<file path="config.mk">
export PLATFORM = sky130hd
export DESIGN_NAME = lcd_regfile
export DESIGN_NICKNAME = d
export VERILOG_FILES = /design/src/rtl/lcdr_pkg.sv /design/src/rtl/lcdr_decode.sv /design/src/rtl/lcdr_irq.sv /design/src/rtl/lcdr_geom.sv /design/src/rtl/lcd_regfile.sv
export SDC_FILE = /design/constraint.sdc
export NUM_CORES = 1
export LEC_CHECK = 0
export CAP_MARGIN = 20
export CORE_UTILIZATION = 60
export DETAILED_ROUTE_END_ITERATION = 8
export GPL_ROUTABILITY_DRIVEN = 0
export PLACE_DENSITY = 0.93
export SETUP_SLACK_MARGIN = 0.5
export SLEW_MARGIN = 20
export SYNTH_ARGS = -nofsm -noshare
export SYNTH_HDL_FRONTEND = slang
export SYNTH_SLANG_ARGS = --single-unit
export TNS_END_PERCENT = 100
</file>
<file path="constraint.sdc">
create_clock -name clk -period 8.37 [get_ports clk]
set_clock_uncertainty 0.15 [all_clocks]
set_input_delay 1.2555 -clock clk [delete_from_list [all_inputs] [get_ports clk]]
set_output_delay 1.2555 -clock clk [all_outputs]
set_load 0.02 [all_outputs]
</file>
<file path="src/rtl/lcdr_pkg.sv">
package lcdr_pkg;
  localparam int HFLD_LSB = 2;
  localparam int HFLD_W   = 6;
  localparam int VFLD_W   = 10;
  localparam int COL_SHIFT = 4;
  localparam int CTL_EN_BIT  = 0;
  localparam int CTL_PWR_BIT = 11;
  localparam int CTL_BPP_LSB = 1;

  typedef enum logic [3:0] {
    SEL_NONE, SEL_TIM, SEL_UBASE, SEL_LBASE, SEL_MASK, SEL_CTRL,
    SEL_RAW, SEL_MSTAT, SEL_CLR, SEL_UCUR, SEL_LCUR, SEL_PAL, SEL_ID
  } sel_e;

  function automatic logic [7:0] id_byte(int variant, logic [2:0] k);
    logic [7:0] b;
    case (k)
      3'd0: b = (variant == 2) ? 8'h11 : 8'h10;
      3'd1: b = 8'h11;
      3'd2: b = (variant == 2) ? 8'h24 : 8'h04;
      3'd3: b = 8'h00;
      3'd4: b = 8'h0D;
      3'd5: b = 8'hF0;
      3'd6: b = 8'h05;
      default: b = 8'hB1;
    endcase
    return b;
  endfunction
endpackage

</file>
<file path="src/rtl/lcdr_decode.sv">
module lcdr_decode
  import lcdr_pkg::*;
#(
  parameter int VARIANT = 0,
  parameter int ADDR_W  = 12
) (
  input  logic [ADDR_W-1:0] addr,
  output sel_e              sel,
  output logic [1:0]        tidx
);
  localparam bit SWAP = (VARIANT != 0);

  always_comb begin
    sel  = SEL_NONE;
    tidx = addr[3:2];
    if (addr[ADDR_W-1:5] == '1) begin
      sel = SEL_ID;
    end else if (addr[ADDR_W-1:9] == 3'b001) begin
      sel = SEL_PAL;
    end else if (addr[ADDR_W-1:6] == '0) begin
      case (addr[5:2])
        4'd0, 4'd1, 4'd2, 4'd3: sel = SEL_TIM;
        4'd4:  sel = SEL_UBASE;
        4'd5:  sel = SEL_LBASE;
        4'd6:  sel = SWAP ? SEL_CTRL : SEL_MASK;
        4'd7:  sel = SWAP ? SEL_MASK : SEL_CTRL;
        4'd8:  sel = SEL_RAW;
        4'd9:  sel = SEL_MSTAT;
        4'd10: sel = SEL_CLR;
        4'd11: sel = SEL_UCUR;
        4'd12: sel = SEL_LCUR;
        default: sel = SEL_NONE;
      endcase
    end
  end
endmodule

</file>
<file path="src/rtl/lcdr_irq.sv">
module lcdr_irq #(
  parameter int NIRQ = 4
) (
  input  logic            clk,
  input  logic            rst_n,
  input  logic            mask_we,
  input  logic            clr_we,
  input  logic [NIRQ-1:0] wdata,
  input  logic [NIRQ-1:0] src,
  output logic [NIRQ-1:0] mask,
  output logic [NIRQ-1:0] raw,
  output logic            irq
);
  logic [NIRQ-1:0] clr_bits;
  assign clr_bits = clr_we ? wdata : '0;

  always_ff @(posedge clk) begin
    if (!rst_n) begin
      mask <= '0;
      raw  <= '0;
    end else begin
      if (mask_we) mask <= wdata;
      raw <= (raw & ~clr_bits) | src;
    end
  end

  assign irq = |(raw & mask);
endmodule

</file>
<file path="src/rtl/lcdr_geom.sv">
module lcdr_geom
  import lcdr_pkg::*;
#(
  parameter int DATA_W = 32,
  parameter int GEOM_W = 11
) (
  input  logic [DATA_W-1:0] tim0,
  input  logic [DATA_W-1:0] tim1,
  input  logic [DATA_W-1:0] ctrl,
  output logic [GEOM_W-1:0] cols,
  output logic [GEOM_W-1:0] rows,
  output logic              enabled,
  output logic [2:0]        bpp
);
  logic [GEOM_W-1:0] hfld;
  logic [GEOM_W-1:0] vfld;

  assign hfld    = GEOM_W'(tim0[HFLD_LSB +: HFLD_W]);
  assign vfld    = GEOM_W'(tim1[VFLD_W-1:0]);
  assign cols    = (hfld + GEOM_W'(1)) << COL_SHIFT;
  assign rows    = vfld + GEOM_W'(1);
  assign enabled = ctrl[CTL_EN_BIT] & ctrl[CTL_PWR_BIT];
  assign bpp     = ctrl[CTL_BPP_LSB +: 3];
endmodule

</file>
<file path="src/rtl/lcd_regfile.sv">
module lcd_regfile
  import lcdr_pkg::*;
#(
  parameter int VARIANT   = 0,
  parameter int NIRQ      = 4,
  parameter int DATA_W    = 32,
  parameter int ADDR_W    = 12,
  parameter int PAL_IDX_W = 7,
  parameter int GEOM_W    = 11
) (
  input  logic                 clk,
  input  logic                 rst_n,
  input  logic                 wr_en,
  input  logic [ADDR_W-1:0]    addr,
  input  logic [DATA_W-1:0]    wr_data,
  output logic [DATA_W-1:0]    rd_data,
  input  logic [NIRQ-1:0]      irq_src,
  output logic                 irq,
  output logic                 pal_we,
  output logic [PAL_IDX_W-1:0] pal_idx,
  input  logic [DATA_W-1:0]    pal_rd_data,
  output logic [GEOM_W-1:0]    cols,
  output logic [GEOM_W-1:0]    rows,
  output logic                 enabled,
  output logic [2:0]           bpp,
  output logic                 reconfig
);
  localparam int NTIM = 4;

  sel_e            sel;
  logic [1:0]      tidx;
  logic [DATA_W-1:0] tim [NTIM];
  logic [DATA_W-1:0] ubase, lbase, ctrl;
  logic [NIRQ-1:0] mask, raw;

  lcdr_decode #(.VARIANT(VARIANT), .ADDR_W(ADDR_W)) u_dec (
    .addr(addr), .sel(sel), .tidx(tidx)
  );

  always_ff @(posedge clk) begin
    if (!rst_n) begin
      for (int i = 0; i < NTIM; i++) tim[i] <= '0;
      ubase    <= '0;
      lbase    <= '0;
      ctrl     <= '0;
      reconfig <= 1'b0;
    end else begin
      reconfig <= wr_en;
      if (wr_en) begin
        case (sel)
          SEL_TIM:   tim[tidx] <= wr_data;
          SEL_UBASE: ubase     <= wr_data;
          SEL_LBASE: lbase     <= wr_data;
          SEL_CTRL:  ctrl      <= wr_data;
          default: ;
        endcase
      end
    end
  end

  lcdr_irq #(.NIRQ(NIRQ)) u_irq (
    .clk(clk), .rst_n(rst_n),
    .mask_we(wr_en && sel == SEL_MASK),
    .clr_we(wr_en && sel == SEL_CLR),
    .wdata(wr_data[NIRQ-1:0]),
    .src(irq_src),
    .mask(mask), .raw(raw), .irq(irq)
  );

  lcdr_geom #(.DATA_W(DATA_W), .GEOM_W(GEOM_W)) u_geom (
    .tim0(tim[0]), .tim1(tim[1]), .ctrl(ctrl),
    .cols(cols), .rows(rows), .enabled(enabled), .bpp(bpp)
  );

  assign pal_we  = wr_en && (sel == SEL_PAL);
  assign pal_idx = addr[PAL_IDX_W+1:2];

  always_comb begin
    case (sel)
      SEL_TIM:   rd_data = tim[tidx];
      SEL_UBASE, SEL_UCUR: rd_data = ubase;
      SEL_LBASE, SEL_LCUR: rd_data = lbase;
      SEL_CTRL:  rd_data = ctrl;
      SEL_MASK:  rd_data = DATA_W'(mask);
      SEL_RAW:   rd_data = DATA_W'(raw);
      SEL_MSTAT: rd_data = DATA_W'(raw & mask);
      SEL_PAL:   rd_data = pal_rd_data;
      SEL_ID:    rd_data = DATA_W'(id_byte(VARIANT, addr[4:2]));
      default:   rd_data = '0;
    endcase
  end
endmodule

</file>
==> Flow_metrics.wiki, run 1 <==
{| class="wikitable"
! Metric !! Value
|-
| Basic-gate share of the synthesized area counting and, or, nand and nor cells || 20.0%
|-
| CP endpoint kind || primary output
|-
| Commonest register cell after synthesis || edfxtp_1
|-
| CTS H-Tree Depth || 1
|-
| Synth warnings || 0
|-
| Gate family responsible for the most delay along the worst path || buffers and inverters
|-
| Worst r2r dst || ctrl[11]$_SDFFE_PN0P_
|-
| Startpoint of the lowest-slack register-to-register path || ctrl[11]$_SDFFE_PN0P_
|-
| Clock insertion delay at the later pin of the skew report || 0.52 ns
|-
| Portion of netlist area occupied by mux cells || 9.88%
|-
| DRC violations left || 0
|-
| Count of buffer and inverter cells on the critical path || 3
|-
| P_sw || 575 uW
|-
| Max-slew violation total from the final report || 0
|-
| Post-CTS setup repair buffer count || 0
|-
| Clock-pin slew on the worst setup and hold paths || 0.06 ns
|-
| CP Data Required Time || 6.96 ns
|-
| Count of port buffers added during placement || 144
|-
| Layout overhead on the synthesized area || 19.9%
|-
| Static leakage || 4.84 nW
|-
| Setup TNS || 0 ns
|-
| Max IR drop VDD || 0.140 mV
|-
| Wire length per cell || 22.1 um
|-
| Die Width || 138 um
|-
| Vertical die dimension || 138 um
|-
| Final critical-path share of the clock period || 70.6%
|-
| Internal power || 1.95 mW
|-
| Maximum clock frequency || 169 MHz
|-
| Number of cells on the critical path || 8
|-
| Top Ports || 151
|-
| CP max FO || 21
|-
| Number of enable-type register cells in the synthesized netlist || 128
|-
| Startpoint type of the worst setup path || input port
|-
| Pwr Density || 191 nW/um^2
|-
| Vias after detailed routing || 8,783
|-
| Crit Path Category || in2out
|-
| Sequential-to-total area share from yosys stat || 53.9%
|-
| Worst-case hold slack || 0.309 ns
|-
| Layout cells sized above 1 || 9.32%
|-
| Final setup violation count || 0
|-
| Via count normalized by instance count || 6.48
|-
| TritonCTS clock tree || done
|-
| Adder and majority cell fraction of the synthesized area || 0.227%
|-
| Total clock sinks || 233
|-
| Worst reg2reg setup slack || 7.36 ns
|-
| Worst slew slack as a fraction of its limit || 27.2%
|-
| Initial Utilization || 61.2%
|-
| Global-route wire length before repair || 45,800 um
|-
| Commonest cells after routing, fill and taps aside || 175 x nand2_1, 141 x clkdlybuf4s50_1, 128 x edfxtp_1
|-
| Most frequent standard cell in the layout excluding fill and tap cells || nand2_1
|-
| Post-Syn Area || 11,000 sq um
|-
| Comb pwr share || 8.4%
|-
| Register-to-Register Path Depth || 2
|-
| Post-synthesis cell count || 1,016
|-
| Gates resized, CTS repair || 0
|-
| Final hold viol count || 0
|-
| Pin count of the biggest net entering global routing || 104
|-
| Number of core rows || 49
|-
| Status || finished, final reports clean
|-
| Wire length after detailed routing || 29,900 um
|-
| Iteration-0 DRC Markers || 1,009
|-
| Xor and xnor fraction of the mapped netlist area || 1.11%
|-
| Worst-margin pin slew || 1.09 ns
|-
| Final Net Count || 1,194
|-
| Crit path max-delay cell type || clkdlybuf4s50_1
|-
| Post-synthesis average cell area || 10.9 sq um
|-
| Number of antenna repair diodes || 0
|-
| Number of global-route vias before repair || 8,555
|-
| Root Buffer || clkbuf_16
|-
| Minimum clock period after layout || 5.91 ns
|-
| Arrival time at the worst endpoint || 4.51 ns
|-
| Worst hold path stage count || 2
|-
| Share of synthesized flip-flops with an asynchronous set or reset || 0%
|-
| CORE AREA || 18,000 sq um
|-
| Most frequent cell on the critical path || clkdlybuf4s50_1
|-
| Count of state elements after synthesis || 233
|-
| Combined global-route utilization of all metal layers || 32.2%
|-
| Clock tree buffer depth || 3
|-
| Endpoint of the worst setup timing path || rd_data[21]
|-
| Power share of the sequential group || 49.7%
|-
| Count of unique library cells instantiated by Yosys || 57
|-
| RSZ-0062 raised after global routing || no
|-
| Switching share of power || 22.8%
|-
| Seq. cell area || 5950 sq um
|-
| Multi-input combinational cell area || 4610 sq um
|-
| Worst min-delay path category || reg2reg
|-
| DRT Pass-1 Iters || 5
|-
| Max_cap viols || 0
|-
| Launch point of the critical path || addr[4]
|-
| Detailed placer's ending HPWL || 17,000 um
|-
| Filler instances || 1,118
|-
| Cell breakdown of the critical path || clkdlybuf4s50_1, nor2b_1, a32oi_1, nor2_2, buf_4, a22oi_1, nand3_1, clkdlybuf4s50_1
|-
| Antenna violation net count after detailed routing || 0
|-
| CP peak stage delay || 0.79 ns
|-
| Overall overflow remaining after global route || 0
|-
| Clock power frac || 41.9%
|-
| Number of buffers inserted during clock tree synthesis || 24
|-
| Die footprint || 18,900 sq um
|-
| Number of buffers inserted for hold repair after clock tree synthesis || 0
|-
| Complex-gate fraction of the synthesized area || 10.0%
|-
| Number of antenna violations at the first check in global routing || 0
|-
| Main combinational cell family by area after synthesis || simple AND/OR/NAND/NOR gates
|}
[worst min-delay path by stage]
stage	from	endpoint	slack, ns
6_report	lbase[0]$_SDFFE_PN0P_	lbase[0]$_SDFFE_PN0P_	0.31
5_1_grt	lbase[23]$_SDFFE_PN0P_	lbase[23]$_SDFFE_PN0P_	0.33
3_5_place_dp	lbase[0]$_SDFFE_PN0P_	lbase[0]$_SDFFE_PN0P_	0.30
3_3_place_gp	lbase[26]$_SDFFE_PN0P_	lbase[26]$_SDFFE_PN0P_	0.29
2_1_floorplan	lbase[1]$_SDFFE_PN0P_	lbase[1]$_SDFFE_PN0P_	0.28
4_1_cts	lbase[0]$_SDFFE_PN0P_	lbase[0]$_SDFFE_PN0P_	0.31
[through the flow]
step	total power [mW]	setup WS (ns)	std cells	cell area [sq um]	util [%]
2_1_floorplan	1.38	3.38	1019	11000	-
3_3_place_gp	1.48	2.61	1312	12400	69.0
3_5_place_dp	1.49	2.56	1312	12400	69.0
4_1_cts	2.53	2.57	1356	13200	73.4
5_1_grt	2.60	2.34	1356	13200	73.4
6_report	2.53	2.46	1356	13200	73.4
[power groups by stage]
stage	clock (mW)	sequential (mW)	combinational, mW
2_1_floorplan	0	1.27	0.112
3_3_place_gp	0	1.27	0.205
3_5_place_dp	0	1.28	0.208
4_1_cts	1.06	1.25	0.211
5_1_grt	1.11	1.26	0.225
6_report	1.06	1.26	0.213
[cells in the mapped netlist (4+ instances only)]
cell | instances | area [sq um]
buf_4 | 15 | 113
a31oi_1 | 4 | 25.0
a22oi_1 | 57 | 428
nor2_1 | 10 | 37.5
xnor2_1 | 9 | 78.8
edfxtp_1 | 128 | 3840
buf_1 | 9 | 33.8
dfxtp_1 | 105 | 2100
a21boi_0 | 32 | 240
mux2i_1 | 38 | 380
and2_1 | 71 | 444
a21oi_1 | 4 | 20.0
nand2_1 | 175 | 657
o21ai_0 | 38 | 190
and3_1 | 69 | 432
buf_2 | 21 | 105
nand3_1 | 71 | 355
xor2_1 | 5 | 43.8
nor2b_1 | 8 | 50.1
a21boi_1 | 4 | 30.0
clkbuf_1 | 47 | 176
inv_1 | 10 | 37.5
mux4_2 | 31 | 698
[sequential cells by signal, summed over array words and instances (netlist names)]
| name | flops |
|---|---|
| reconfig | 1 |
| ctrl | 32 |
| u_irq.raw | 4 |
| lbase | 32 |
| ubase | 32 |
| tim | 128 |
| u_irq.mask | 4 |
[cells by family (layout without fill, tap and decap cells)]
family,after synthesis,after routing
other cells,1,4
flops,233,233
fa+ha+maj,2,2
mux,70,70
buf+inv,108,216
xor+xnor,14,14
compound gates,159,159
simple gates,429,429
[layer usage]
metal,vias up,share of wire (%),GRT usage (%)
met5,-,0,0
met4,0,3.8,15.3
met3,106,9.7,5.37
met2,614,50,54.2
met1,4205,37,40.4
li1,3858,-,-
[area by class of cell]
cell class | count | share of cell area (%)
Clock buffer | 34 | 5.30
Clock inverter | 10 | 0.634
Inverter | 10 | 0.284
Multi-Input combinational cell | 678 | 34.9
Sequential cell | 233 | 44.9
Tap cell | 229 | 2.17
Timing Repair Buffer | 162 | 11.8
[worst reg2reg max path, stage by stage, from the launching register on]
cell and delay, ns:
dfxtp_1 0.37, nand2_1 0.10, a21boi_0 0.29
No activity file was read; power rests on OpenSTA's default activity.
==> run 2: changes to the inputs <==
Settings changed: CORE_UTILIZATION 60 to 50, PLACE_DENSITY 0.93 to 0.84.
Clock period 8.37 ns to 5.4 ns, I/O delays scaled along.
==> run 2 against run 1 <==
  * Cell count rose by 4.4%
  * Sequential share of layout area fell by 0.74 points
  * Worst setup slack got worse by 1.7 ns
  * Flip-flop and latch count did not move
  * Critical endpoint is now rd_data[3]
==> Flow_metrics.wiki, run 2 (synthesis results as in run 1) <==
{| class="wikitable"
! Metric !! Value
|-
| Minimum clock period after layout || 4.62 ns
|-
| Arrival time at the worst endpoint || 3.66 ns
|-
| Count of port buffers added during placement || 144
|-
| CTS H-Tree Depth || 1
|-
| Final core utilization || 63.0%
|-
| Worst Setup Slack post-DPL || 0.853 ns
|-
| CP endpoint kind || primary output
|-
| CP peak stage delay || 0.62 ns
|-
| TritonCTS clock tree || done
|-
| Final Net Count || 1,205
|-
| Final non-filler cell area || 13,500 sq um
|-
| Status || finished, final reports clean
|-
| Total clock sinks || 233
|-
| Global-route wire length before repair || 46,300 um
|-
| Die Width || 151 um
|-
| Gates resized, CTS repair || 0
|-
| Layout overhead on the synthesized area || 21.9%
|-
| Post-CTS setup repair buffer count || 0
|-
| Number of global-route vias before repair || 8,486
|-
| Worst min-delay path category || reg2reg
|-
| Static leakage || 4.94 nW
|-
| Clock-pin slew on the worst setup and hold paths || 0.06 ns
|-
| Most flops, register || tim
|-
| Final hold viol count || 0
|-
| DRT Pass-1 Iters || 6
|-
| Most frequent cell on the critical path || clkdlybuf4s50_1
|-
| Pwr Density || 299 nW/um^2
|-
| Wire length per cell || 21.2 um
|-
| Count of buffer and inverter cells on the critical path || 3
|-
| Antenna violation net count after detailed routing || 0
|-
| Pin count of the biggest net entering global routing || 80
|-
| Clock tree buffer depth || 3
|-
| Final standard cell count with taps included and fillers excluded || 1,415
|-
| Max-slew violation total from the final report || 0
|-
| Layout cells sized above 1 || 10.2%
|-
| Setup TNS || 0 ns
|-
| Number of buffers inserted for hold repair after clock tree synthesis || 0
|-
| Final setup violation count || 0
|-
| Overall overflow remaining after global route || 0
|-
| Root Buffer || clkbuf_16
|-
| Number of antenna repair diodes || 0
|-
| Vertical die dimension || 151 um
|-
| Most frequent standard cell in the layout excluding fill and tap cells || nand2_1
|-
| Worst-margin pin slew || 0.909 ns
|-
| Wire length after detailed routing || 29,900 um
|-
| Vias after detailed routing || 8,654
|-
| Worst-case hold slack || 0.307 ns
|-
| Worst slew slack as a fraction of its limit || 39.2%
|-
| Final critical-path share of the clock period || 85.5%
|-
| Standard cell area after detailed placement || 12,600 sq um
|-
| Worst reg2reg setup slack || 4.44 ns
|-
| Gate family responsible for the most delay along the worst path || buffers and inverters
|-
| Max IR drop VDD || 0.200 mV
|-
| CP max FO || 40
|-
| Final worst setup slack || 0.783 ns
|-
| Number of buffers inserted during clock tree synthesis || 26
|-
| Number of antenna violations at the first check in global routing || 0
|-
| Iteration-0 DRC Markers || 886
|-
| Cell breakdown of the critical path || clkdlybuf4s50_1, nor3b_4, buf_4, o21bai_1, o32ai_1, a32oi_1, nand4_1, clkdlybuf4s50_1
|-
| Crit Path Category || in2out
|-
| Clock insertion delay at the later pin of the skew report || 0.52 ns
|-
| RSZ-0062 raised after global routing || no
|-
| Number of flip-flops under the largest register name || 128
|-
| Combined global-route utilization of all metal layers || 26.8%
|-
| CP Data Required Time || 4.44 ns
|-
| Startpoint type of the worst setup path || input port
|-
| Crit path max-delay cell type || clkdlybuf4s50_1
|-
| Detailed placer's ending HPWL || 18,100 um
|-
| Initial Utilization || 51.7%
|-
| Max_cap viols || 0
|-
| Die footprint || 22,700 sq um
|-
| Commonest cells after routing, fill and taps aside || 174 x nand2_1, 141 x clkdlybuf4s50_1, 128 x edfxtp_1
|-
| CORE AREA || 21,400 sq um
|-
| Maximum clock frequency || 217 MHz
|-
| Number of core rows || 53
|-
| Via count normalized by instance count || 6.12
|-
| DRC violations left || 0
|-
| Total design power || 4.02 mW
|-
| Top Ports || 151
|-
| Dpl cells || 1,367
|}
run 2: cell types whose count changed in the layout (fill, tap and decap cells not counted), sizes merged:
cell	change
buf	+9
clkinvlp	-1
clkinv	-2
clkbuf	+7
run 2: worst register-to-register path: cells and delay by family, from the launching register on:
kind,cells,cell delay [ns]
AO/OA/AOI/OAI,2,0.29
flip-flops,1,0.44
run 2: layout make-up:
cell class | instances | area [sq um]
Sequential cell | 233 | 5950
Fill cell | 1609 | 7900
Clock buffer | 41 | 779
Tap cell | 275 | 344
Timing Repair Buffer | 171 | 1660
Clock inverter | 7 | 65.1
Inverter | 10 | 37.5
Multi-Input combinational cell | 678 | 4620
run 2: worst paths after layout:
| kind | from | end | depth (start not counted) |
|---|---|---|---|
| max reg2reg | u_irq.raw[3]$_SDFF_PN0_ | u_irq.raw[3]$_SDFF_PN0_ | 2 |
| min reg2reg | ctrl[19]$_SDFFE_PN0P_ | ctrl[19]$_SDFFE_PN0P_ | 2 |
| max | addr[9] | rd_data[3] | 8 |
| min | ctrl[19]$_SDFFE_PN0P_ | ctrl[19]$_SDFFE_PN0P_ | 2 |
run 2: metal layers:
metal | up-vias | share of wire, % | GRT usage [%]
met5 | - | 0 | 0
li1 | 3879 | - | -
met4 | 0 | 3.3 | 10.5
met3 | 90 | 10 | 5.15
met2 | 513 | 48 | 44.3
met1 | 4172 | 39 | 34.7
run 2: power by group:
group | total (mW) | switching (mW) | internal [mW]
Combinational | 0.335 | 0.181 | 0.154
Sequential | 1.94 | 0.0261 | 1.92
Clock | 1.74 | 0.702 | 1.04
Total | 4.02 | 0.909 | 3.11
